[config.mk]
export PLATFORM = sky130hd
export DESIGN_NAME = zc_gain_seq
export DESIGN_NICKNAME = d
export VERILOG_FILES = /design/src/rtl/zgs_pkg.sv /design/src/rtl/zgs_sync.sv /design/src/rtl/zgs_edge_det.sv /design/src/rtl/zgs_chan.sv /design/src/rtl/zc_gain_seq.sv
export SDC_FILE = /design/constraint.sdc
export NUM_CORES = 1
export LEC_CHECK = 0
export BUFFER_PORTS_ARGS = -buffer_cell sky130_fd_sc_hd__clkbuf_2
export CORE_ASPECT_RATIO = 0.6
export CORE_UTILIZATION = 53
export DETAILED_ROUTE_END_ITERATION = 8
export GPL_TIMING_DRIVEN = 0
export PLACE_DENSITY = 0.76
export SYNTH_ARGS = -nofsm -noshare
export SYNTH_HDL_FRONTEND = slang
export SYNTH_SLANG_ARGS = --single-unit
[constraint.sdc]
create_clock -name clk -period 2.13 [get_ports clk]
set_input_delay 0 -clock clk [delete_from_list [all_inputs] [get_ports clk]]
set_output_delay 0 -clock clk [all_outputs]
set_load 0.005 [all_outputs]
[src/rtl/zgs_pkg.sv]
package zgs_pkg;
  localparam int CODE_W = 8;
  typedef logic [CODE_W-1:0] code_t;
  localparam code_t MUTE_CODE = '0;
endpackage

[src/rtl/zgs_sync.sv]
module zgs_sync #(
  parameter int           W       = 1,
  parameter logic [W-1:0] RST_VAL = '0
) (
  input  logic         clk,
  input  logic         rst_n,
  input  logic [W-1:0] d_i,
  output logic [W-1:0] q_o
);
  logic [W-1:0] meta_q, sync_q;

  always_ff @(posedge clk or negedge rst_n) begin
    if (!rst_n) begin
      meta_q <= RST_VAL;
      sync_q <= RST_VAL;
    end else begin
      meta_q <= d_i;
      sync_q <= meta_q;
    end
  end

  assign q_o = sync_q;
endmodule

[src/rtl/zgs_edge_det.sv]
module zgs_edge_det #(
  parameter int NCH = 2
) (
  input  logic           clk,
  input  logic           rst_n,
  input  logic [NCH-1:0] sign_i,
  output logic [NCH-1:0] rise_o
);
  logic [NCH-1:0] sign_s, sign_prev_q;

  zgs_sync #(.W(NCH), .RST_VAL('0)) u_sync (
    .clk(clk), .rst_n(rst_n), .d_i(sign_i), .q_o(sign_s)
  );

  always_ff @(posedge clk or negedge rst_n) begin
    if (!rst_n) sign_prev_q <= '0;
    else        sign_prev_q <= sign_s;
  end

  // negative in the previous sample, non-negative now
  assign rise_o = sign_prev_q & ~sign_s;
endmodule

[src/rtl/zgs_chan.sv]
module zgs_chan
  import zgs_pkg::*;
#(
  parameter int TIMEOUT_CYC = 22000
) (
  input  logic  clk,
  input  logic  rst_n,
  input  logic  wr_i,
  input  logic  inst_i,
  input  logic  frc_i,
  input  logic  test_i,
  input  logic  muted_i,
  input  logic  mute_evt_i,
  input  code_t code_i,
  input  logic  zc_i,
  output code_t act_o,
  output logic  busy_o
);
  localparam int CNT_W = $clog2(TIMEOUT_CYC + 1);
  localparam logic [CNT_W-1:0] CNT_LAST = CNT_W'(TIMEOUT_CYC - 1);

  code_t            wcode_q, wcode_d;
  code_t            act_q, act_d;
  logic             busy_q, busy_d;
  logic [CNT_W-1:0] cnt_q, cnt_d;

  logic  imm_ld, gate_evt, tmo, fire;
  code_t desired;

  assign imm_ld   = frc_i | (~test_i & inst_i);
  assign gate_evt = (~test_i & wr_i) | mute_evt_i;
  assign tmo      = (cnt_q == CNT_LAST);
  assign fire     = busy_q & (zc_i | tmo);
  assign desired  = muted_i ? MUTE_CODE : wcode_q;

  always_comb begin
    wcode_d = wcode_q;
    act_d   = act_q;
    busy_d  = busy_q;
    cnt_d   = cnt_q;
    if (frc_i || (!test_i && (wr_i || inst_i)))
      wcode_d = code_i;
    if (imm_ld) begin
      act_d  = (frc_i || !muted_i) ? code_i : MUTE_CODE;
      busy_d = 1'b0;
      cnt_d  = '0;
    end else if (gate_evt) begin
      busy_d = 1'b1;
      cnt_d  = '0;
    end else if (fire) begin
      act_d  = desired;
      busy_d = 1'b0;
      cnt_d  = '0;
    end else if (busy_q) begin
      cnt_d  = cnt_q + 1'b1;
    end
  end

  always_ff @(posedge clk or negedge rst_n) begin
    if (!rst_n) begin
      wcode_q <= MUTE_CODE;
      act_q   <= MUTE_CODE;
      busy_q  <= 1'b0;
      cnt_q   <= '0;
    end else begin
      wcode_q <= wcode_d;
      act_q   <= act_d;
      busy_q  <= busy_d;
      cnt_q   <= cnt_d;
    end
  end

  assign act_o  = act_q;
  assign busy_o = busy_q;


  inst_no_busy_chk: assert property (@(posedge clk) disable iff (!rst_n)
    (inst_i && !test_i && !frc_i) |=> !busy_q);


  gain_hold_chk: assert property (@(posedge clk) disable iff (!rst_n)
    (busy_q && !zc_i && !tmo && !imm_ld) |=> $stable(act_q));


  tmo_bound_chk: assert property (@(posedge clk) disable iff (!rst_n)
    busy_q |-> (cnt_q < CNT_W'(TIMEOUT_CYC)));


  idle_cnt_chk: assert property (@(posedge clk) disable iff (!rst_n)
    !busy_q |-> (cnt_q == '0));
endmodule

[src/rtl/zc_gain_seq.sv]
module zc_gain_seq
  import zgs_pkg::*;
#(
  parameter int NCH         = 2,
  parameter int TIMEOUT_CYC = 22000
) (
  input  logic                  clk,
  input  logic                  rst_n,
  input  logic [NCH-1:0]        wr_en_i,
  input  logic [NCH-1:0]        inst_en_i,
  input  logic                  force_i,
  input  logic                  test_mode_i,
  input  logic [CODE_W-1:0]     code_i,
  input  logic [NCH-1:0]        sign_i,
  input  logic                  mute_n_i,
  output logic [NCH*CODE_W-1:0] gain_o,
  output logic [NCH-1:0]        busy_o
);
  logic           mute_n_s, mute_n_prev_q, mute_evt, muted;
  logic [NCH-1:0] zc;

  zgs_sync #(.W(1), .RST_VAL(1'b1)) u_mute_sync (
    .clk(clk), .rst_n(rst_n), .d_i(mute_n_i), .q_o(mute_n_s)
  );

  always_ff @(posedge clk or negedge rst_n) begin
    if (!rst_n) mute_n_prev_q <= 1'b1;
    else        mute_n_prev_q <= mute_n_s;
  end

  assign mute_evt = mute_n_s ^ mute_n_prev_q;
  assign muted    = ~mute_n_s;

  zgs_edge_det #(.NCH(NCH)) u_zc (
    .clk(clk), .rst_n(rst_n), .sign_i(sign_i), .rise_o(zc)
  );

  for (genvar c = 0; c < NCH; c++) begin : g_ch
    code_t act;

    zgs_chan #(.TIMEOUT_CYC(TIMEOUT_CYC)) u_chan (
      .clk        (clk),
      .rst_n      (rst_n),
      .wr_i       (wr_en_i[c]),
      .inst_i     (inst_en_i[c]),
      .frc_i      (force_i),
      .test_i     (test_mode_i),
      .muted_i    (muted),
      .mute_evt_i (mute_evt),
      .code_i     (code_i),
      .zc_i       (zc[c]),
      .act_o      (act),
      .busy_o     (busy_o[c])
    );

    assign gain_o[c*CODE_W +: CODE_W] = test_mode_i ? MUTE_CODE : act;
  end
endmodule

After elaboration in Yosys (flattened, before gate mapping):

Cells that the tools add are included.

* input port bits: 19
* output and inout bits: 18
* register bits: 73
* word-level logic and storage cells: 77

* bitwise logic cells: 16
* reductions and logical operators: 16
* muxes and demuxes: 25
* equality and inequality tests: 4
* add/subtract/negate cells: 2

Operators with widths (number)
* 15-bit two-way mux: 8
* 8-bit two-way mux: 11
* 15-bit by 1-bit adder with 15-bit output (second input constant): 2
* 15-bit equality test (second input constant): 2
* 4-bit nonzero test: 2
* 1-bit bitwise AND: 6
* 1-bit two-way mux: 6
* 1-bit OR: 6
* 3-bit nonzero test: 2
* 1-bit logical OR: 5
* 2-bit by 1-bit inequality test with 1-bit output (second input constant): 2
* 2-bit AND reduction: 2
* 2-bit nonzero test: 2
* 2-bit bitwise AND: 1
* 1-bit logical AND: 2
* 2-bit inverter: 1
* 1-bit zero test: 1
* 1-bit inverter: 1
* 1-bit bitwise XOR: 1

Depth between registers and ports, before layout:

* word-level depth: 7
* gate-level depth with buffers: 7
* gate-level depth less buffers: 6

By module:

A second synthesis with hierarchy kept.

* cell total of the unflattened synthesis: 348
* area total of the unflattened synthesis: 3811.2 um^2

By module, submodules not included
* zgs_chan: seq. area each 800.8 um^2, area an instance 1699.1 um^2, instances 2, cells each 159
* zc_gain_seq: seq. area each 26.3 um^2, area an instance 182.7 um^2, instances 1, cells each 20
* zgs_sync (u_zc.u_sync): seq. area each 100.1 um^2, area an instance 100.1 um^2, instances 1, cells each 4
* zgs_edge_det: seq. area each 50.0 um^2, area an instance 77.6 um^2, instances 1, cells each 4
* zgs_sync (u_mute_sync): seq. area each 52.6 um^2, area an instance 52.6 um^2, instances 1, cells each 2

Least setup slack after synthesis:

No wires, ideal clock.

* path type: reg2reg
* from: register g_ch[1].u_chan.cnt_q[11]
* to: register g_ch[1].u_chan.cnt_q[14]
* slack: -0.062 ns
* data required time: 2.009 ns
* cell stages (with the launch flop): 7
* setup time: 0.121 ns
* path buffers: 1
* arrival time: 2.071 ns
* period minus slack after synthesis: 2.192 ns
* cells stage by stage: dfrtp_1 > or4b_1 > or4_4 > and4bb_4 > buf_6 > a21o_1 > a22o_1

* longest elaborated chain between the ends: 6
* elaborated cells on any way between the ends: 9
* classes of those cells: add/sub (1); eq/ne (1); mux (4); bitwise (2); reduce/logical (1)

Ends and longest elaborated chain
* from (decl): line zgs_chan.sv:25 `logic [CNT_W-1:0] cnt_q, cnt_d;`
* from (signal assigned): line zgs_chan.sv:69 `cnt_q <= cnt_d;`
* parallel branches: the longest is 6 deep, another holds 15-bit by 1-bit adder with 15-bit output

Parallel ways; which one is timed is not known. The select of a mux whose other input is x is not followed.
A chain may end at the register's enable or synchronous reset.

Final worst setup path:

Ends and elaborated chain as after synthesis.

==> impl_metrics.tcl <==
set metrics [dict create \
    finalHoldViolCount 0 \
    grt_usage_pct 25.5 \
    yosysSeqAreaShare_pct 50.2 \
    grt_pass1_vias 2663 \
    crit_required_ns 2.36 \
    start_kind "flop" \
    initial_core_util_pct 57.3 \
    final_common_cell "dfrtp_1" \
    maxCapViolations 0 \
    period_share_pct 103 \
    diodes 0 \
    antenna_found_initial 0 \
    vias 2796 \
    p_leak_nw 1.95 \
    ys_ff_latch 73 \
    fin_ws_ns -0.0706 \
    synth_nets 371 \
    maxSlewViolCount 0 \
    worst_pin_slew_ns 1.13 \
    grt_max_degree 39 \
    async_reset_ff_share_pct 100 \
    rows 22 \
    ff2ff_path_depth 6 \
    finalSetupViolCount 4 \
    die_height_um 66.2 \
    violations "setup timing" \
    die_w_um 109 \
    synth_area_mm2 0.00364 \
    grt_pass1_wl_mm 13.3 \
    dr.pass1.iters 4 \
    grt_setup_unrepaired "true" \
    ir_drop_mv 0.660 \
    place.gp.congestion 0.822 \
    dp.cells 471 \
    status "complete, but fails checks" \
    clock_path_buffers 2 \
    slew_headroom_pct 24.0 \
    area_growth_pct 22.3 \
    hold_class "input port to flop" \
    netlist_instances 350 \
    synth_edf_count 0 \
    cp-endpoint "g_ch[1].u_chan.cnt_q[14]$_DFFE_PN0P_" \
    wl_per_cell_um 16.3 \
    core_area_mm2 0.00636 \
    fin_skew_ns 0.00842 \
    die_area_mm2 0.00722 \
    yosysWarnings 0 \
    tritoncts "done" \
    power_density_mw_per_mm2 797 \
    fin_cells 502 \
    htreeDepth 3 \
    clk_pin_slew_worst_paths_ns 0.06 \
    overflow 0 \
    first_iter_violations 181 \
    reg2reg_slack_ns -0.07 \
    routed_via_density 5.57 \
    final_antenna_net_count 0 \
    dp_hpwl_mm 5.48 \
    layout_min_cycle_time_ns 2.20 \
    max_freq_mhz 454 \
    wl_mm 8.17 \
    post-route-util_pct 70.1 \
    placed_area_mm2 0.00395 \
    hold_depth 2 \
    synth_area_per_cell_um2 10.4 \
    synth_flop_cell "dfrtp_1" \
    cp.arrival_ns 2.43 \
    most-common-layout-cells "70 x dfrtp_1, 54 x nor2_1, 35 x clkbuf_2" \
    r2r_start "g_ch[1].u_chan.cnt_q[11]$_DFFE_PN0P_" \
    ios 37 \
    layout-drive-gt1-share_pct 27.8 \
    clock_latency_ns 0.34 \
    cts_buffers 9 \
    port_buffers 36 \
    clockRootBuffer "clkbuf_16" \
    critical_path_class "flop to flop" \
    final_area_mm2 0.00446 \
    crit_path_end_kind "flop" \
    cp-startpoint "g_ch[1].u_chan.cnt_q[11]$_DFFE_PN0P_" \
    nets 434 \
    drc 0 \
    hold_ws_ns 0.0161 \
    rr_endpoint "g_ch[1].u_chan.cnt_q[14]$_DFFE_PN0P_" \
    crit_fanout 5 \
    ys_types 49 \
    clock-sinks 73 \
]
worst max-delay path, cell delays in order (launching register included):
cell and delay (ns):
dfrtp_1 0.38, or4b_1 0.55, or4_4 0.47, and4bb_4 0.24
buf_6 0.13, a21o_1 0.14, a22o_1 0.18
kinds of logic after synthesis:
| logic type | share of synthesized area (%) |
|---|---|
| AND/OR/NAND/NOR | 19.7 |
| adder cells (fa/ha/maj) | 0.686 |
| flip-flops | 50.2 |
| multiplexers | 10.2 |
| AO/OA/AOI/OAI | 12.0 |
| buffers and inverters | 2.68 |
| XOR/XNOR | 4.57 |
through the flow:
step | setup WS, ns | TNS [ns] | total power [W]
6_report | -0.0706 | -0.170 | 0.00355
5_1_grt | -0.105 | -0.317 | 0.00370
4_1_cts | -0.0759 | -0.153 | 0.00358
3_5_place_dp | -0.410 | -8.17 | 0.00195
3_3_place_gp | -0.330 | -7.36 | 0.00193
2_1_floorplan | 0.0378 | 0 | 0.00179
cell type report:
cell class,instances,area (µm²)
clock inverter,6,82.6
inverter,5,18.8
sequential,73,1830
fill,473,1900
timing repair buffer,54,350
clock buffer,10,229
buffer,13,75.1
tap,84,105
multi-input combinational,257,1770
cell usage after synthesis, types with 4 or more instances:
library cell / count / area [µm²]
nand4_1: 7 / 43.8
nor3_1: 5 / 25.0
a21oi_1: 21 / 105
and3_1: 4 / 25.0
mux2_2: 32 / 360
nor2b_1: 20 / 125
buf_4: 4 / 30.0
a31oi_1: 6 / 37.5
o21ai_0: 4 / 20.0
clkbuf_1: 10 / 37.5
a22oi_1: 15 / 113
and4_1: 4 / 35.0
xor2_1: 12 / 105
inv_1: 5 / 18.8
nand3_1: 9 / 45.0
nor2_1: 54 / 203
dfrtp_1: 70 / 1750
xnor2_1: 7 / 61.3
nand2_1: 22 / 82.6
where the power goes:
group	total [W]	leakage, nW	internal [W]	switching [W]
combinational	0.000442	0.881	0.000214	0.000228
clock	0.00158	0.152	0.00102	0.000565
sequential	0.00153	0.916	0.00148	0.0000485
total	0.00355	1.95	0.00271	0.000842
registers in the layout, indices dropped and copies added (netlist names):
signal	count
g_ch.u_chan.act_o	16
g_ch.u_chan.busy_o	2
g_ch.u_chan.cnt_q	30
g_ch.u_chan.wcode_q	16
mute_n_prev_q	1
u_mute_sync.meta_q	1
u_mute_sync.q_o	1
u_zc.sign_prev_q	2
u_zc.u_sync.meta_q	2
u_zc.u_sync.q_o	2
worst min-delay path by stage:
stage,slack [ns],endpoint,startpoint
2_1_floorplan,-0.30,g_ch[0].u_chan.act_o[0]$_DFFE_PN0P_,rst_n
3_3_place_gp,0.09,u_mute_sync.meta_q$_DFF_PN1_,mute_n_i
3_5_place_dp,0.03,g_ch[0].u_chan.cnt_q[7]$_DFFE_PN0P_,rst_n
4_1_cts,0.0008,g_ch[0].u_chan.wcode_q[5]$_DFFE_PN0P_,code_i[5]
5_1_grt,0.008,g_ch[0].u_chan.wcode_q[5]$_DFFE_PN0P_,code_i[5]
6_report,0.02,g_ch[0].u_chan.wcode_q[5]$_DFFE_PN0P_,code_i[5]
routing by layer:
layer | wire length (µm) | up-vias | track usage, %
li1 | - | 1361 | -
met1 | 4130 | 1351 | 36.4
met2 | 3500 | 71 | 35.1
met3 | 431 | 13 | 9.06
met4 | 104 | 0 | 9.63
met5 | 0 | - | 0
what timing repair did:
item,in CTS,in global routing
hold endpoints to repair,44,0
pin swaps,3,3
hold buffers,9,0
resized for setup,6,3
cloned,0,1
setup buffers,2,5
setup endpoints to repair,39,24
No activity file was read; power rests on OpenSTA's default activity.
